==> config.mk <==
export PLATFORM = sky130hd
export DESIGN_NAME = wdt_keyed
export DESIGN_NICKNAME = d
export VERILOG_FILES = /design/src/rtl/wdt_pkg.sv /design/src/rtl/wdt_regs.sv /design/src/rtl/wdt_counter.sv /design/src/rtl/wdt_resp.sv /design/src/rtl/wdt_keyed.sv
export SDC_FILE = /design/constraint.sdc
export NUM_CORES = 1
export LEC_CHECK = 0
export BUFFER_PORTS_ARGS = -buffer_cell sky130_fd_sc_hd__buf_2
export CAP_MARGIN = 5
export CORE_ASPECT_RATIO = 1.4
export CORE_MARGIN = 4
export CORE_UTILIZATION = 55
export CTS_BUF_LIST = sky130_fd_sc_hd__clkbuf_4
export CTS_CLUSTER_DIAMETER = 80
export CTS_CLUSTER_SIZE = 40
export DETAILED_ROUTE_END_ITERATION = 8
export GPL_TIMING_DRIVEN = 0
export PLACE_DENSITY = 0.79
export SLEW_MARGIN = 20
export SYNTH_ARGS = -nofsm -noshare
export SYNTH_HDL_FRONTEND = slang
export SYNTH_SLANG_ARGS = --single-unit
==> constraint.sdc <==
create_clock -name clk_i -period 5.2 [get_ports clk_i]
set_clock_uncertainty 0.1 [all_clocks]
set_input_delay 0.26 -clock clk_i [delete_from_list [all_inputs] [get_ports clk_i]]
set_output_delay 0.26 -clock clk_i [all_outputs]
set_load 0.05 [all_outputs]
==> src/rtl/wdt_pkg.sv <==
package wdt_pkg;
  localparam int unsigned OFF_CTRL = 32'h00;
  localparam int unsigned OFF_TORR = 32'h04;
  localparam int unsigned OFF_SERV = 32'h0C;
  localparam int unsigned SERV_KEY = 32'h76;

  typedef struct packed {
    logic mode;
    logic en;
  } ctrl_t;

  typedef enum logic [1:0] {
    RS_RUN    = 2'd0,
    RS_WARNED = 2'd1,
    RS_RESET  = 2'd2
  } resp_state_e;
endpackage

==> src/rtl/wdt_regs.sv <==
module wdt_regs
  import wdt_pkg::*;
#(
  parameter int ADDR_W = 8,
  parameter int DATA_W = 32,
  parameter int CODE_W = 4
) (
  input  logic              clk_i,
  input  logic              rst_ni,
  input  logic [ADDR_W-1:0] addr_i,
  input  logic [DATA_W-1:0] wdata_i,
  input  logic              we_i,
  input  logic              clr_en_i,
  output logic [DATA_W-1:0] rdata_o,
  output logic              en_o,
  output logic              mode_o,
  output logic [CODE_W-1:0] norm_code_o,
  output logic [CODE_W-1:0] init_code_o,
  output logic              start_o,
  output logic              kick_o
);
  localparam int TORR_W = 2 * CODE_W;

  ctrl_t             ctrl_q;
  logic [TORR_W-1:0] torr_q;
  logic              sel_ctrl, sel_torr, sel_serv;

  assign sel_ctrl = (addr_i == ADDR_W'(OFF_CTRL));
  assign sel_torr = (addr_i == ADDR_W'(OFF_TORR));
  assign sel_serv = (addr_i == ADDR_W'(OFF_SERV));

  always_ff @(posedge clk_i or negedge rst_ni) begin
    if (!rst_ni) begin
      ctrl_q <= '0;
      torr_q <= '0;
    end else begin
      if (we_i && sel_ctrl) begin
        ctrl_q.en   <= wdata_i[0];
        ctrl_q.mode <= wdata_i[1];
      end
      // end of a reset pulse wins over a same-cycle write
      if (clr_en_i) ctrl_q.en <= 1'b0;
      if (we_i && sel_torr) torr_q <= wdata_i[TORR_W-1:0];
    end
  end

  assign start_o = we_i && sel_ctrl && wdata_i[0] && !ctrl_q.en;
  assign kick_o  = we_i && sel_serv && (wdata_i == DATA_W'(SERV_KEY)) && ctrl_q.en;

  always_comb begin
    rdata_o = '0;
    if (sel_ctrl)      rdata_o[1:0]        = {ctrl_q.mode, ctrl_q.en};
    else if (sel_torr) rdata_o[TORR_W-1:0] = torr_q;
  end

  assign en_o        = ctrl_q.en;
  assign mode_o      = ctrl_q.mode;
  assign norm_code_o = torr_q[CODE_W-1:0];
  assign init_code_o = torr_q[TORR_W-1:CODE_W];
endmodule

==> src/rtl/wdt_counter.sv <==
module wdt_counter #(
  parameter int CNT_W    = 32,
  parameter int CODE_W   = 4,
  parameter int BASE_EXP = 16
) (
  input  logic              clk_i,
  input  logic              rst_ni,
  input  logic              en_i,
  input  logic              hold_i,
  input  logic              start_i,
  input  logic              kick_i,
  input  logic [CODE_W-1:0] init_code_i,
  input  logic [CODE_W-1:0] norm_code_i,
  output logic              expire_o,
  output logic [CNT_W-1:0]  cnt_o
);
  localparam int NUM_CODES = 1 << CODE_W;

  logic [CNT_W-1:0] reload_lut [NUM_CODES];
  logic [CNT_W-1:0] cnt_q;
  logic             run;

  for (genvar g = 0; g < NUM_CODES; g++) begin : g_lut
    assign reload_lut[g] = (CNT_W'(1) << (BASE_EXP + g)) - CNT_W'(1);
  end

  assign run      = en_i && !hold_i;
  assign expire_o = run && !kick_i && (cnt_q == '0);

  always_ff @(posedge clk_i or negedge rst_ni) begin
    if (!rst_ni) begin
      cnt_q <= '0;
    end else if (start_i) begin
      cnt_q <= reload_lut[init_code_i];
    end else if (run) begin
      if (kick_i || cnt_q == '0) cnt_q <= reload_lut[norm_code_i];
      else                       cnt_q <= cnt_q - CNT_W'(1);
    end
  end

  assign cnt_o = cnt_q;
endmodule

==> src/rtl/wdt_resp.sv <==
module wdt_resp
  import wdt_pkg::*;
#(
  parameter int RST_LEN = 8
) (
  input  logic clk_i,
  input  logic rst_ni,
  input  logic expire_i,
  input  logic kick_i,
  input  logic start_i,
  input  logic mode_i,
  output logic irq_o,
  output logic rst_req_o,
  output logic clr_en_o
);
  localparam int LEN_W = $clog2(RST_LEN + 1);
  localparam logic [LEN_W-1:0] LAST = LEN_W'(RST_LEN - 1);

  resp_state_e      state_q, state_d;
  logic [LEN_W-1:0] len_q, len_d;

  always_comb begin
    state_d = state_q;
    len_d   = len_q;
    unique case (state_q)
      RS_RUN: begin
        if (expire_i) begin
          if (mode_i) begin
            state_d = RS_WARNED;
          end else begin
            state_d = RS_RESET;
            len_d   = '0;
          end
        end
      end
      RS_WARNED: begin
        if (expire_i) begin
          state_d = RS_RESET;
          len_d   = '0;
        end else if (kick_i || start_i) begin
          state_d = RS_RUN;
        end
      end
      RS_RESET: begin
        if (len_q == LAST) state_d = RS_RUN;
        else               len_d   = len_q + LEN_W'(1);
      end
      default: state_d = RS_RUN;
    endcase
  end

  always_ff @(posedge clk_i or negedge rst_ni) begin
    if (!rst_ni) begin
      state_q <= RS_RUN;
      len_q   <= '0;
    end else begin
      state_q <= state_d;
      len_q   <= len_d;
    end
  end

  assign irq_o     = (state_q == RS_WARNED);
  assign rst_req_o = (state_q == RS_RESET);
  assign clr_en_o  = (state_q == RS_RESET) && (len_q == LAST);
endmodule

==> src/rtl/wdt_keyed.sv <==
module wdt_keyed #(
  parameter int ADDR_W   = 8,
  parameter int DATA_W   = 32,
  parameter int CNT_W    = 32,
  parameter int CODE_W   = 4,
  parameter int BASE_EXP = 16,
  parameter int RST_LEN  = 8
) (
  input  logic              clk_i,
  input  logic              rst_ni,
  input  logic [ADDR_W-1:0] addr_i,
  input  logic [DATA_W-1:0] wdata_i,
  input  logic              we_i,
  output logic [DATA_W-1:0] rdata_o,
  output logic              irq_o,
  output logic              rst_req_o
);
  logic              en, mode, start, kick, expire, clr_en;
  logic [CODE_W-1:0] norm_code, init_code;
  logic [CNT_W-1:0]  cnt;

  wdt_regs #(
    .ADDR_W(ADDR_W), .DATA_W(DATA_W), .CODE_W(CODE_W)
  ) u_regs (
    .clk_i      (clk_i),
    .rst_ni     (rst_ni),
    .addr_i     (addr_i),
    .wdata_i    (wdata_i),
    .we_i       (we_i),
    .clr_en_i   (clr_en),
    .rdata_o    (rdata_o),
    .en_o       (en),
    .mode_o     (mode),
    .norm_code_o(norm_code),
    .init_code_o(init_code),
    .start_o    (start),
    .kick_o     (kick)
  );

  wdt_counter #(
    .CNT_W(CNT_W), .CODE_W(CODE_W), .BASE_EXP(BASE_EXP)
  ) u_cnt (
    .clk_i      (clk_i),
    .rst_ni     (rst_ni),
    .en_i       (en),
    .hold_i     (rst_req_o),
    .start_i    (start),
    .kick_i     (kick),
    .init_code_i(init_code),
    .norm_code_i(norm_code),
    .expire_o   (expire),
    .cnt_o      (cnt)
  );

  wdt_resp #(
    .RST_LEN(RST_LEN)
  ) u_resp (
    .clk_i    (clk_i),
    .rst_ni   (rst_ni),
    .expire_i (expire),
    .kick_i   (kick),
    .start_i  (start),
    .mode_i   (mode),
    .irq_o    (irq_o),
    .rst_req_o(rst_req_o),
    .clr_en_o (clr_en)
  );
endmodule

[Word level (Yosys, flattened, before mapping)]
Memory sizes are Yosys's and may differ from the RTL's.
Cells that the tools add are included.
Operators by class
  add/subtract/negate cells: 2
  $lt $le $gt $ge: 2
  equality and inequality tests: 12
  mux-type cells: 23
  bitwise gates (word level): 2
  reductions and logical operators: 24
Operator list (number)
  32-bit two-way mux: 7
  32-bit by 7-bit equality test with 1-bit output (second input constant): 1
  32-bit zero test: 1
  32-bit by 1-bit subtractor with 32-bit output (second input constant): 1
  4-bit two-way mux: 4
  2-bit two-way mux: 6
  4-bit case mux with 3 select lines: 1
  1-bit logical AND: 11
  5-bit >= comparator (second input constant): 2
  4-bit inverter with 5-bit output: 2
  8-bit by 3-bit equality test with 1-bit output (second input constant): 1
  8-bit by 4-bit equality test with 1-bit output (second input constant): 1
  8-bit zero test: 1
  8-bit two-way mux: 1
  6-bit two-way mux: 1
  2-bit inequality test (second input constant): 3
  2-bit case mux with 3 select lines: 1
  5-bit AND reduction: 1
  4-bit by 1-bit adder with 4-bit output (second input constant): 1
  4-bit by 3-bit equality test with 1-bit output (second input constant): 1
  2-bit by 1-bit inequality test with 1-bit output (second input constant): 2
  2-bit nonzero test: 2
  1-bit zero test: 3
  3-bit by 1-bit inequality test with 1-bit output (second input constant): 1
  other kinds (7): 9
Word-level totals
  register bits after elaboration: 48
  bits in read-only memories: 1024
  bits of input ports: 43
  output and inout bits: 34
  word-level logic and storage cells: 73
  memories: 2
Memories
  (no name shown): depth 16, width 32, read ports 1, clocked after memory_dff 0, write ports 0, RTL line wdt_counter.sv:34  | cnt_q <= reload_lut[init_code_i];
  (no name shown): depth 16, width 32, read ports 1, clocked after memory_dff 0, write ports 0, RTL line wdt_counter.sv:36  | if (kick_i || cnt_q == '0) cnt_q <= reload_lut[norm_code_i];

[Depth between registers and ports, before layout]
  depth after elaboration: 9
  mapped depth: 9
  depth with buffers taken out: 8

[Modules after synthesis]
Synthesis repeated with hierarchy kept, for this count alone.
Second synthesis, totals
  cells, all modules: 364
  area, all modules: 3285.7 µm²
By module, submodules not included
  wdt_counter: instances 1, cells an instance 252, area each 2147.1 µm², seq. area each 800.8 µm²
  wdt_regs: instances 1, cells an instance 81, area each 807.0 µm², seq. area each 250.2 µm²
  wdt_resp: instances 1, cells an instance 31, area each 331.6 µm², seq. area each 150.1 µm²

[Worst setup path before layout]
No wires, ideal clock.
  kind: register -> register
  start point: reg u_cnt.cnt_q[18] (netlist: u_cnt.cnt_o[18])
  end point: reg u_cnt.cnt_q[18] (netlist: u_cnt.cnt_o[18])
  setup time: 0.135 ns
  arrival: 2.504 ns
  data required time: 4.965 ns
  slack: 2.461 ns
  cell stages (with the launch flop): 8
  path buffers: 1
  period minus slack after synthesis: 2.739 ns
  path through: dfrtp_1 > or4_4 > or4b_1 > buf_6 > nor4_4 > nor2_2 > a2111oi_0 > o31ai_1
Between the ends
  longest elaborated chain between the ends: 5
  elaborated cells between the ends (all ways): 6
  those cells by class: 1 x add/sub; 3 x mux; 2 x reduce/logical
Ends and longest elaborated chain
  start: declaration: RTL line wdt_counter.sv:20  | logic [CNT_W-1:0] cnt_q;
  start signal: assignment: RTL line wdt_counter.sv:34
  start signal: assignment: RTL line wdt_counter.sv:36
  start signal: assignment: RTL line wdt_counter.sv:37  | else cnt_q <= cnt_q - CNT_W'(1);
  branches (longest 2 deep; another with 32-bit by 1-bit subtractor with 32-bit output)
  32-bit two-way mux (*): RTL line wdt_counter.sv:36
  32-bit two-way mux (*): RTL line wdt_counter.sv:35  | end else if (run) begin
  32-bit two-way mux (*): RTL line wdt_counter.sv:33  | end else if (start_i) begin
Mark *: on every way between the ends. The select of a mux whose other input is x is not followed.
A chain may end at the register's enable or synchronous reset.

[Worst setup path after layout]
  start point: reg u_cnt.cnt_q[18] (netlist: u_cnt.cnt_o[18])
  end point: reg u_cnt.cnt_q[22] (netlist: u_cnt.cnt_o[22])
Same word-level chain as after synthesis.

==> qor.yml <==
status: "complete, no violations"
holdCritPathClass: "primary input to flop"
nNetsFinal: 526
cp-end-kind: "flop"
worstSkewPairLatency_ns: 0.37
post_synth_edffs: 0
route.vias.total: 3269
timing.reg2reg.worst_path_depth: 8
gp_routability_congestion: 0.9928
layout_worst_path_cycle_share: 0.6011
setup.worst_path.class: "flop to flop"
setup_tns_ns: 0
remaining_global_route_overflow: 0
grt_setup_unrepaired: "no"
worst-path-max-fanout: 10
syn_area_mm2: 0.003393
synth_async_sr_flop_share: 1.000
finalSetupViolations: 0
critical_path.startpoint_type: "flop"
root_buffer: "clkbuf_4"
final-hold-violation-count: 0
initial_antenna_violation_count: 0
std_cell_rows: 33
ctsHoldBuffers: 0
cts-buffers-inserted: 5
drt.antenna.violating_nets: 0
yosys.area.top_type_share: 0.3540
post_cts_buffers: 0
dieArea_mm2: 0.007508
tightest_slew_ns: 0.9364
fin_crit_ns: 3.126
postSynthCellCount: 397
rr_startpoint: "u_cnt.cnt_o[18]"
worstPathArrival_ns: 3.26
timing.max_slew.rel_slack: 0.3709
seq_area_frac_synth: 0.3540
grt_start_max_net_pins: 49
place.detailed.instances: 542
drive_gt1_frac: 0.2292
drt_pass1_iterations: 4
avgViaCountPerCell: 5.944
finish.cell_count_without_fillers: 550
clkSinkCount: 48
chipHeight_um: 100.9
port_buffers: 52
cts_buffer_depth: 2
yosys_most_used_dff: "dfrtp_1"
post-route-cell-area_mm2: 0.003890
cts.reportedPaths.clkPinSlew_ns: 0.14
cts.htree.levels: 2
yosysUniqueCellTypes: 60
timing.hold.worst_endpoint: "u_regs.torr_q[4]"
p_per_area_mw_per_mm2: 207.8
final_common_cell: "buf_2"
crit-reg2reg-capture: "u_cnt.cnt_o[22]"
slew_violations: 0
design.core.area_mm2: 0.005946
detail_route.drc_violations: 0
cts-resized-gates: 0
grt_pass1_vias: 3222
syn_avg_cell_area_um2: 8.547
ys_top_cells_by_area: "dfrtp_1, buf_4, a21oi_1"
cp.required_ns: 5.33
routed_wire_length_per_instance_um: 15.95
mostFrequentLayoutCells: "buf_2, dfrtp_1, nand2_1, nor2_1, a21oi_1"
globalRouteTotalUtil: 0.2462
max_freq_ghz: 0.3199
layout-area-overhead-vs-synth_pct: 14.64
tritoncts: "yes"
ys_ff_latch: 48
n_antenna_cell: 0
first_pass_grt_wire_length_um: 14580
hold_path_startpoint: "wdata_i[4]"
reg2reg_slack_ns: 2.07
max-vdd-ir-drop_mv: 0.1283
drtIter0Drc: 190
yosysWarnings: 0
num_io_pins: 77
worst_hold_path.num_cells: 2
number_of_max_cap_violations: 0
initial_utilization: 0.5707
die_w_um: 74.39
drt-total-wl_um: 8771
dp.final_hpwl_um: 6757
post_synthesis_cell_type_with_the_largest_combined_area: "dfrtp_1"
static-leakage-power_nw: 1.809
postPlaceCellArea_mm2: 0.003827
[worst max-delay path by stage]
stage | start | end | depth (start not counted)
6_report | u_cnt.cnt_o[18] | u_cnt.cnt_o[22] | 8
5_1_grt | u_cnt.cnt_o[18] | u_cnt.cnt_o[18] | 7
4_1_cts | u_cnt.cnt_o[18] | u_cnt.cnt_o[18] | 7
3_5_place_dp | u_cnt.cnt_o[18] | u_cnt.cnt_o[18] | 7
3_3_place_gp | u_cnt.cnt_o[18] | u_cnt.cnt_o[18] | 7
2_1_floorplan | u_cnt.cnt_o[18] | u_cnt.cnt_o[18] | 7
[flip-flops by register name, summed over array words and instances (netlist names)]
register / cells
u_resp.len_q: 4
u_cnt.cnt_o: 32
u_regs.en_o: 1
u_resp.state_q: 2
u_regs.torr_q: 8
u_regs.mode_o: 1
[cell type report]
| cell class | instances | area [µm²] |
|---|---|---|
| buffer | 42 | 271.5 |
| clock buffer | 6 | 45.04 |
| clock inverter | 1 | 5.005 |
| fill | 547 | 2056 |
| inverter | 8 | 30.03 |
| multi-input combinational | 322 | 1977 |
| sequential | 48 | 1201 |
| tap | 70 | 87.58 |
| timing repair buffer | 53 | 272.8 |
[synthesized netlist by cell type, drive strengths merged, types with 2 or more instances]
cell,count
dfrtp,48
nand2,35
nor2,33
buf,29
a21oi,28
nor3,24
nor4,20
clkbuf,13
o21ai,12
xor2,12
nand3,10
mux2,9
inv,8
nand4,8
o31ai,8
xnor2,8
and2,7
or2,7
or4,6
a31oi,5
nand2b,5
o22ai,5
or3,5
mux2i,4
nor4b,4
o211ai,4
ha,3
nor2b,3
nor4bb,3
o21a,3
a211oi,2
a22oi,2
and3,2
and4,2
nand3b,2
nand4b,2
nor3b,2
o221ai,2
o41ai,2
[logic make-up (layout without fill, tap and decap cells)]
kind of cell    count (synthesis)  after routing  share of synthesized area
buf+inv                        50            110                    0.08886
other cells                     1             24                   0.001105
fa+ha+maj                       3              3                    0.01106
flops                          48             48                     0.3540
compound gates                 79             79                     0.1501
mux                            13             13                    0.04167
xor+xnor                       20             20                    0.05162
simple gates                  183            183                     0.3016
[worst max-delay path, cell delays in order (launching register included)]
cell	delay (ns)
dfrtp_1	0.47
or4_4	0.58
or4b_1	0.55
buf_6	0.16
nor4_4	0.45
nor2_2	0.10
buf_6	0.16
a311oi_1	0.31
o31ai_1	0.11
[power breakdown]
part	total [W]	internal, W	switching [W]	leakage, nW
logic	0.000195	0.0000739	0.000121	1.16
clock network	0.000175	0.0000553	0.000120	0.0315
registers	0.000438	0.000402	0.0000366	0.613
[layer usage]
metal / part of all wire / vias to the layer above / wire (µm) / global-route usage
li1: - / 1576 / - / -
met1: 0.39 / 1529 / 3403 / 0.2879
met5: 0 / - / 0 / 0
met4: 0.036 / 0 / 315 / 0.1082
met3: 0.063 / 24 / 549 / 0.03693
met2: 0.51 / 140 / 4503 / 0.4340
[metrics by stage]
step | setup WS, ns | hold WS (ns) | total power [W] | util
floorplan | 2.461 | -0.1356 | 0.0005815 | -
global placement | 2.080 | 0.3695 | 0.0006309 | 0.6437
detailed placement | 2.118 | 0.3849 | 0.0006369 | 0.6437
CTS | 2.077 | 0.01910 | 0.0008102 | 0.6521
global route | 1.969 | 0.02041 | 0.0008521 | 0.6543
finish | 2.074 | 0.03142 | 0.0008085 | 0.6543
(Power assumes the default switching activity.)
